## src/rtl/wdt_pkg.sv

```systemverilog
// Package: shared widths, register word addresses and bit positions for the
// two-stage watchdog. Bit positions are the ones software decodes.
package wdt_pkg;
    localparam int DATA_W   = 16;
    localparam int ADDR_W   = 3;
    localparam int BE_W     = DATA_W / 8;

    localparam logic [ADDR_W-1:0] A_RELOAD  = 3'd0;
    localparam logic [ADDR_W-1:0] A_INIT    = 3'd1;
    localparam logic [ADDR_W-1:0] A_STAT1   = 3'd2;
    localparam logic [ADDR_W-1:0] A_STAT2   = 3'd3;
    localparam logic [ADDR_W-1:0] A_CTRL    = 3'd4;
    localparam logic [ADDR_W-1:0] A_IRQEN   = 3'd5;
    localparam logic [ADDR_W-1:0] A_INHIBIT = 3'd6;

    localparam int HALT_BIT    = 11;
    localparam int FIRST_BIT   = 3;
    localparam int SECOND_BIT  = 1;
    localparam int BOOT_BIT    = 2;
    localparam int IRQEN_BIT   = 13;
    localparam int INHIBIT_BIT = 0;

    localparam int MIN_INIT    = 4;
endpackage

```

## src/rtl/wdt_regs.sv

```systemverilog
// Register file and read mux. Assumes single-cycle writes qualified by
// bus_wr; reads are combinational on bus_addr. Issues one-cycle strobes
// for reload and status clears; rejects illegal initial values.
module wdt_regs
    import wdt_pkg::*;
#(
    parameter int              CNT_W    = 10,
    parameter logic [CNT_W-1:0] RST_INIT = 10'd50
) (
    input  logic              clk,
    input  logic              rst_n,
    input  logic              bus_wr,
    input  logic [ADDR_W-1:0] bus_addr,
    input  logic [DATA_W-1:0] bus_wdata,
    input  logic [BE_W-1:0]   bus_be,
    output logic [DATA_W-1:0] bus_rdata,
    input  logic [CNT_W-1:0]  count,
    input  logic              first_flag,
    input  logic              second_flag,
    input  logic              boot_flag,
    output logic [CNT_W-1:0]  init_val,
    output logic              halt,
    output logic              irq_en,
    output logic              inhibit,
    output logic              reload,
    output logic              clr_first,
    output logic              clr_second,
    output logic              clr_boot
);
    logic [CNT_W-1:0] init_merge;
    logic             wr_init, wr_ctrl, wr_irqen, wr_inh, wr_s1, wr_s2;

    // Decode which register a write targets.
    always_comb begin
        wr_init  = bus_wr && (bus_addr == A_INIT);
        wr_ctrl  = bus_wr && (bus_addr == A_CTRL)    && bus_be[HALT_BIT/8];
        wr_irqen = bus_wr && (bus_addr == A_IRQEN)   && bus_be[IRQEN_BIT/8];
        wr_inh   = bus_wr && (bus_addr == A_INHIBIT) && bus_be[INHIBIT_BIT/8];
        wr_s1    = bus_wr && (bus_addr == A_STAT1)   && bus_be[FIRST_BIT/8];
        wr_s2    = bus_wr && (bus_addr == A_STAT2);
    end

    // Merge the write data into the initial value, byte by byte.
    always_comb begin
        for (int i = 0; i < CNT_W; i++)
            init_merge[i] = bus_be[i/8] ? bus_wdata[i] : init_val[i];
    end

    // Strobes: reload on any write to word 0; write-one-to-clear status.
    always_comb begin
        reload     = bus_wr && (bus_addr == A_RELOAD);
        clr_first  = wr_s1 && bus_wdata[FIRST_BIT];
        clr_second = wr_s2 && bus_be[SECOND_BIT/8] && bus_wdata[SECOND_BIT];
        clr_boot   = wr_s2 && bus_be[BOOT_BIT/8]   && bus_wdata[BOOT_BIT];
    end

    // Storage for the configuration bits; a too-small initial value is dropped.
    always_ff @(posedge clk) begin
        if (!rst_n) begin
            init_val <= RST_INIT;
            halt     <= 1'b1;
            irq_en   <= 1'b0;
            inhibit  <= 1'b1;
        end else begin
            if (wr_init && (init_merge >= CNT_W'(MIN_INIT)))
                init_val <= init_merge;
            if (wr_ctrl)
                halt <= bus_wdata[HALT_BIT];
            if (wr_irqen)
                irq_en <= bus_wdata[IRQEN_BIT];
            if (wr_inh)
                inhibit <= bus_wdata[INHIBIT_BIT];
        end
    end

    // Read mux; unused bits and words read as zero.
    always_comb begin
        bus_rdata = '0;
        case (bus_addr)
            A_RELOAD:  bus_rdata[CNT_W-1:0]   = count;
            A_INIT:    bus_rdata[CNT_W-1:0]   = init_val;
            A_STAT1:   bus_rdata[FIRST_BIT]   = first_flag;
            A_STAT2: begin
                bus_rdata[SECOND_BIT] = second_flag;
                bus_rdata[BOOT_BIT]   = boot_flag;
            end
            A_CTRL:    bus_rdata[HALT_BIT]    = halt;
            A_IRQEN:   bus_rdata[IRQEN_BIT]   = irq_en;
            A_INHIBIT: bus_rdata[INHIBIT_BIT] = inhibit;
            default:   bus_rdata = '0;
        endcase
    end
endmodule

```

## src/rtl/wdt_counter.sv

```systemverilog
// Down-counter. Assumes init_val is never below the legal minimum. Counts on
// tick while run is high; on the tick that finds 1 it flags expiry and
// reloads in the same cycle. A reload request wins over a tick.
module wdt_counter #(
    parameter int               CNT_W    = 10,
    parameter logic [CNT_W-1:0] RST_INIT = 10'd50
) (
    input  logic             clk,
    input  logic             rst_n,
    input  logic             tick,
    input  logic             run,
    input  logic             reload,
    input  logic [CNT_W-1:0] init_val,
    output logic [CNT_W-1:0] count,
    output logic             expire
);
    // Expiry: a counted tick at the bottom of the range, not masked by reload.
    always_comb expire = tick && run && !reload && (count <= CNT_W'(1));

    // Count register: reload, wrap on expiry, or decrement.
    always_ff @(posedge clk) begin
        if (!rst_n)
            count <= RST_INIT;
        else if (reload || expire)
            count <= init_val;
        else if (tick && run)
            count <= count - CNT_W'(1);
    end
endmodule

```

## src/rtl/wdt_stage.sv

```systemverilog
// Escalation logic. The first expiry sets the first flag. An expiry with the
// flag already set sets the second flag and, unless inhibited, the boot flag
// and a one-cycle reset request. Clears arrive as one-cycle strobes; a set
// in the same cycle wins.
module wdt_stage (
    input  logic clk,
    input  logic rst_n,
    input  logic expire,
    input  logic inhibit,
    input  logic clr_first,
    input  logic clr_second,
    input  logic clr_boot,
    output logic first_flag,
    output logic second_flag,
    output logic boot_flag,
    output logic rst_req
);
    logic second_hit;

    // A second expiry is one that finds the first flag still set.
    always_comb second_hit = expire && first_flag;

    // Status flags and the registered reset pulse.
    always_ff @(posedge clk) begin
        if (!rst_n) begin
            first_flag  <= 1'b0;
            second_flag <= 1'b0;
            boot_flag   <= 1'b0;
            rst_req     <= 1'b0;
        end else begin
            if (clr_first)                first_flag  <= 1'b0;
            if (expire && !first_flag)    first_flag  <= 1'b1;
            if (clr_second)               second_flag <= 1'b0;
            if (second_hit)               second_flag <= 1'b1;
            if (clr_boot)                 boot_flag   <= 1'b0;
            if (second_hit && !inhibit)   boot_flag   <= 1'b1;
            rst_req <= second_hit && !inhibit;
        end
    end
endmodule

```

## src/rtl/wdt_two_stage.sv

```systemverilog
// Top level: ties the register file, counter and escalation stage together.
// The counter runs only when not halted and not frozen by a second timeout.
module wdt_two_stage
    import wdt_pkg::*;
#(
    parameter int               CNT_W    = 10,
    parameter logic [CNT_W-1:0] RST_INIT = 10'd50
) (
    input  logic              clk,
    input  logic              rst_n,
    input  logic              bus_wr,
    input  logic [2:0]        bus_addr,
    input  logic [15:0]       bus_wdata,
    input  logic [1:0]        bus_be,
    output logic [15:0]       bus_rdata,
    input  logic              tick_en,
    output logic              irq,
    output logic              rst_req
);
    logic [CNT_W-1:0] count, init_val;
    logic halt, irq_en, inhibit_q, reload;
    logic clr_first, clr_second, clr_boot;
    logic first_flag, second_flag, boot_flag;
    logic expire, run;

    // Run gate and interrupt level.
    always_comb begin
        run = !halt && !second_flag;
        irq = first_flag && irq_en;
    end

    wdt_regs #(.CNT_W(CNT_W), .RST_INIT(RST_INIT)) u_regs (
        .clk(clk), .rst_n(rst_n), .bus_wr(bus_wr), .bus_addr(bus_addr),
        .bus_wdata(bus_wdata), .bus_be(bus_be), .bus_rdata(bus_rdata),
        .count(count), .first_flag(first_flag), .second_flag(second_flag),
        .boot_flag(boot_flag), .init_val(init_val), .halt(halt),
        .irq_en(irq_en), .inhibit(inhibit_q), .reload(reload),
        .clr_first(clr_first), .clr_second(clr_second), .clr_boot(clr_boot)
    );

    wdt_counter #(.CNT_W(CNT_W), .RST_INIT(RST_INIT)) u_cnt (
        .clk(clk), .rst_n(rst_n), .tick(tick_en), .run(run), .reload(reload),
        .init_val(init_val), .count(count), .expire(expire)
    );

    wdt_stage u_stage (
        .clk(clk), .rst_n(rst_n), .expire(expire), .inhibit(inhibit_q),
        .clr_first(clr_first), .clr_second(clr_second), .clr_boot(clr_boot),
        .first_flag(first_flag), .second_flag(second_flag),
        .boot_flag(boot_flag), .rst_req(rst_req)
    );
endmodule

```

## config.mk

```make
export PLATFORM = sky130hd
export DESIGN_NAME = wdt_two_stage
export DESIGN_NICKNAME = d
export VERILOG_FILES = /design/src/rtl/wdt_pkg.sv /design/src/rtl/wdt_regs.sv /design/src/rtl/wdt_counter.sv /design/src/rtl/wdt_stage.sv /design/src/rtl/wdt_two_stage.sv
export SDC_FILE = /design/constraint.sdc
export NUM_CORES = 1
export LEC_CHECK = 0
export ABC_AREA = 1
export BUFFER_PORTS_ARGS = -buffer_cell sky130_fd_sc_hd__buf_4
export CORE_MARGIN = 2
export CORE_UTILIZATION = 30
export CTS_BUF_LIST = sky130_fd_sc_hd__clkbuf_8
export DETAILED_ROUTE_END_ITERATION = 12
export SLEW_MARGIN = 0
export SYNTH_ARGS = -nofsm -noshare
export SYNTH_HDL_FRONTEND = slang
export SYNTH_SLANG_ARGS = --single-unit
```

## constraint.sdc

```tcl
create_clock -name clk -period 2.6 [get_ports clk]
set_input_delay 0.39 -clock clk [delete_from_list [all_inputs] [get_ports clk]]
set_output_delay 0.39 -clock clk [all_outputs]
set_load 0.05 [all_outputs]
```

==> Word-level counts from Yosys, hierarchy flattened <==
Index checks and enable logic that the tools add are counted.
{ "totals": {"regBits": 27, "out_inout_bits": 18, "in_bits": 25, "word_cells": 77} }
{ "op_classes": {"add_sub_neg": 1, "reduce_logical": 35, "eq_ne": 6, "magnitude_cmp": 2, "mux": 24} }
{ "ops": {"columns": ["cell", "n"], "rows": [
  ["1-bit logical AND", 24],
  ["10-bit two-way mux", 2],
  ["1-bit two-way mux", 18],
  ["6-bit case mux with 2 select lines", 1],
  ["10-bit by 3-bit greater-or-equal comparator with 1-bit output, second input constant", 1],
  ["10-bit by 1-bit less-or-equal comparator with 1-bit output, second input constant", 1],
  ["10-bit by 1-bit subtractor with 10-bit output, second input constant", 1],
  ["3-bit equality test, second input constant", 3],
  ["2-bit nonzero test", 4],
  ["3-bit by 2-bit equality test with 1-bit output, second input constant", 2],
  ["1-bit case mux with 3 select lines", 2],
  ["2-bit case mux with 3 select lines", 1],
  ["1-bit logical NOT", 5],
  ["3-bit by 1-bit equality test with 1-bit output, second input constant", 1],
  ["3-bit logical NOT", 1],
  ["1-bit logical OR", 1]
]} }

==> Logic depth before layout (Yosys ltp) <==
{ "logic_depth": {"word_depth": 8, "mapped_depth": 11, "mapped_depth_nobuf": 11} }

==> By module <==
Synthesis repeated with hierarchy kept, for this count alone.
{ "hier_totals": {"hier_cells": 326, "hier_area_um2": 1971.9} }
{ "by_module_without_submodules": {"columns": ["mod", "n_inst", "cells_per_inst", "area_per_inst_um2"], "rows": [
  ["wdt_regs", 1, 173, 1016.0],
  ["wdt_counter", 1, 131, 798.3],
  ["wdt_stage", 1, 19, 146.4],
  ["wdt_two_stage", 1, 3, 11.3]
]} }

==> Least setup slack after synthesis <==
Ideal clock, no wire load.
{ "synth_timing": {"path_kind": "in2out", "from": "input port bus_addr[1]", "to": "output port bus_rdata[11]", "n_path_buf": 0, "t_required_ps": 2210, "arrival_ps": 1945, "stages": 1, "slack_ps": 265, "cell_sequence": "nor4_1"} }
{ "synth_between": {"elab_chain_len": 2} }
{ "synth_rtl": {"columns": ["element", "line_no", "text"], "rows": [
  ["start: declaration", "wdt_two_stage.sv:12", "input logic [2:0] bus_addr,"],
  ["3-bit equality test", "wdt_regs.sv:79", "case (bus_addr)"],
  ["1-bit two-way mux", "wdt_regs.sv:79", null],
  ["end: declaration", "wdt_two_stage.sv:15", "output logic [15:0] bus_rdata,"]
]} }
No other way between the ends.

==> Worst setup path after layout <==
{ "layout_timing": {"from": "register u_cnt.count[0]", "to": "register u_cnt.count[2]"} }
{ "layout_between": {"elab_chain_len": 4} }
{ "layout_rtl": {"columns": ["element", "line_no", "text"], "rows": [
  ["start: declaration", "wdt_counter.sv:14", "output logic [CNT_W-1:0] count,"],
  ["start signal: assignment", "wdt_counter.sv:25", "count <= init_val;"],
  ["start signal: assignment", "wdt_counter.sv:27", "count <= count - CNT_W'(1);"],
  ["10-bit by 1-bit less-or-equal comparator with 1-bit output", "wdt_counter.sv:18", "always_comb expire = tick && run && !reload && (count <= CNT_W'(1));"],
  ["1-bit logical AND", "wdt_counter.sv:18", null],
  ["1-bit logical OR", "wdt_counter.sv:24", "else if (reload || expire)"],
  ["10-bit two-way mux / 2-bit nonzero test (equally long branches)", null, null]
]} }
Several ways; a longest one is shown, not always the timed one. The select of a mux whose other input is x is not followed.
A chain may end at the register's enable or synchronous reset.

==> flow_summary.yaml <==
flow_run:
  maxCapViolations: 0
synthesis:
  synth_area_leaders: "dfxtp_1, nand2_1, inv_1"
  netlist_instances: 274
  ys_seq_area_share_pct: 29.8
  yosysTopAreaCell: "dfxtp_1"
  synth-edff-count: 0
  syn_avg_cell_area_um2: 6.63
  yosysTopAreaCellShare_pct: 29.8
  ys.flop_type: "dfxtp_1"
  synth_xor_area_share_pct: 1.93
  synth_cell_types: 35
  synth_compound_area_share_pct: 19.2
  yosys-mux-area-fraction_pct: 0
  synth_simple_gate_area_share_pct: 33.1
  yosys_warnings: 0
  syn-cell-area_um2: 1820
  synth_top_family_by_area: "simple AND/OR/NAND/NOR gates"
  ys_seq_elements: 27
  synth-adder-area-share_pct: 1.38
  synthArstFlopShare_pct: 0
clock_tree:
  cts_sinks: 27
  htree_levels: 1
  root_buffer: "clkbuf_8"
  post_cts_buffers: 0
  cts_buffers: 3
  cts_buffer_depth: 2
  cts_hold_buf: 0
  cts.reportedPaths.clkPinSlew_ps: 100
  clk_latency_ps: 280
  cts_resized: 0
  cts_tree: "done"
worst_setup_path:
  cp_max_fo: 14
  critPathCaptureType: "flip-flop"
  cp-start-kind: "flip-flop"
  worstSetupPathType: "reg -> reg"
  reg2reg_from: "u_cnt.count[0]"
  critPathRequiredTime_ps: 2790
  worstPathArrival_ps: 1990
  cp-startpoint: "u_cnt.count[0]"
grt:
  use_met3_pct: 2.31
  grt_busiest_layer: "met2"
  grt_pass1_wl_um: 7870
  grt-ovfl-total: 0
  grt_usage_pct: 15.3
  antenna_found_initial: 0
  grt_max_degree: 20
  use_met1_pct: 19.3
  grt_pass1_vias: 1691
  use_met2_pct: 26.4
drt:
  vias_per_cell: 4.78
  dr.first_iter.drc_count: 168
  wl_um: 4790
  ant_nets: 0
  routedWlPerCell_um: 12.7
  num_vias: 1806
  drc: 0
  first_pass_iters: 4
cells_and_area:
  final_nets: 331
  antennaDiodeCount: 0
  syn_to_final_growth_pct: 16.7
  multi_input_area_um2: 1020
  final_common_cell: "nand2_1"
  nFillCells: 674
  seq_area_um2: 541
  final_cell_mix: "nand2_1, inv_1, buf_4"
  drive_gt1_share_pct: 19.8
sta:
  tns_ps: 0
  setup_viol: 0
  finalHoldViolCount: 0
  finalCriticalPeriod_ps: 1800
  rsz0062_at_grt: "false"
  skew_ps: 2.37
  fin_crit_sh_pct: 69.4
  fmax_ghz: 0.554
  slew_violations: 0
  hold_slack_ps: 348
power_and_ir_drop:
  powerDensity_nw_per_um2: 408
  total_power_uw: 865
  p_leak_uw: 0.00100
  peakVddDrop_v: 0.000198
worst_hold_path:
  hp-start: "bus_wdata[13]"
  hp-class: "in -> reg"
place:
  dp.final_hpwl_um: 3700
  finalWeightedCongestion: 0.833
  portBuffers: 34
die:
  die_w_um: 81.8
  boundaryPins: 43
  die_area_um2: 6690
  core_area_um2: 5890
  die_y_um: 81.8
  num_rows: 28
  start_util_pct: 30.9
outcome:
  status: "finished clean"
[through the flow]
| stage | utilization (%) | cells | setup slack, ps | instance area, µm² |
|---|---|---|---|---|
| 6_report | 36.0 | 378 | 795 | 2120 |
| 3_3_place_gp | 35.3 | 374 | 744 | 2080 |
| 3_5_place_dp | 35.3 | 374 | 705 | 2080 |
| 5_1_grt | 36.0 | 378 | 579 | 2120 |
| 2_1_floorplan | - | 277 | 265 | 1830 |
| 4_1_cts | 36.0 | 378 | 789 | 2120 |
[critical path, cell delays in order, from the launching register on]
cell      delay, ps
dfxtp_1         410
inv_1            90
ha_1            270
nor2_1          110
nor2_1           50
nand2_1          90
nand2_2         190
inv_2           220
o21ai_0         110
o21bai_1        140
inv_1            40
[cell usage after synthesis, types with 5 or more instances]
cell type	count
a21oi_1	12
nand3_1	24
buf_4	5
inv_2	6
dfxtp_1	27
o22ai_1	6
nand2_1	60
nor2_1	22
inv_1	36
o21ai_0	13
[final cells by class]
| cell class | instances | area share (%) |
|---|---|---|
| multi-input cells | 195 | 48.3 |
| clock inverters | 1 | 0.177 |
| flip-flops and latches | 27 | 25.5 |
| well taps | 75 | 4.42 |
| inverters | 43 | 7.61 |
| clock buffers | 3 | 1.95 |
| repair buffers | 34 | 12.0 |
[final timing paths]
check / end / slack, ps / depth (start not counted)
setup / recovery: u_cnt.count[2] / 800 / 10
hold / removal: u_regs.irq_en / 350 / 3
setup reg to reg: u_cnt.count[2] / 800 / 10
hold reg to reg: u_stage.rst_req / 470 / 1
[registers in the layout, indices dropped and copies added, names as in the netlist]
signal	flops
u_stage.second_flag	1
u_regs.inhibit	1
u_regs.init_val	10
u_stage.first_flag	1
u_stage.boot_flag	1
u_regs.irq_en	1
u_stage.rst_req	1
u_cnt.count	10
u_regs.halt	1
[cells by family (layout without fill, tap and decap cells)]
logic type               Yosys count  after routing
AO/OA/AOI/OAI                     56             56
XOR/XNOR                           4              4
AND/OR/NAND/NOR                  129            129
buffers and inverters             55             81
adder cells (fa/ha/maj)            2              2
other                              1              4
flip-flops                        27             27
[layer usage]
| metal | up-vias | part of all wire (%) |
|---|---|---|
| met5 | - | 0 |
| met4 | 0 | 1.2 |
| met3 | 5 | 4.4 |
| met2 | 47 | 50 |
| met1 | 812 | 45 |
| li1 | 942 | - |
[where the power goes]
group / switching (µW) / internal [µW] / total, µW
Combinational: 122 / 61.0 / 183
Sequential: 8.65 / 424 / 433
Clock: 143 / 106 / 249
Power figures use the tool's default switching activity.
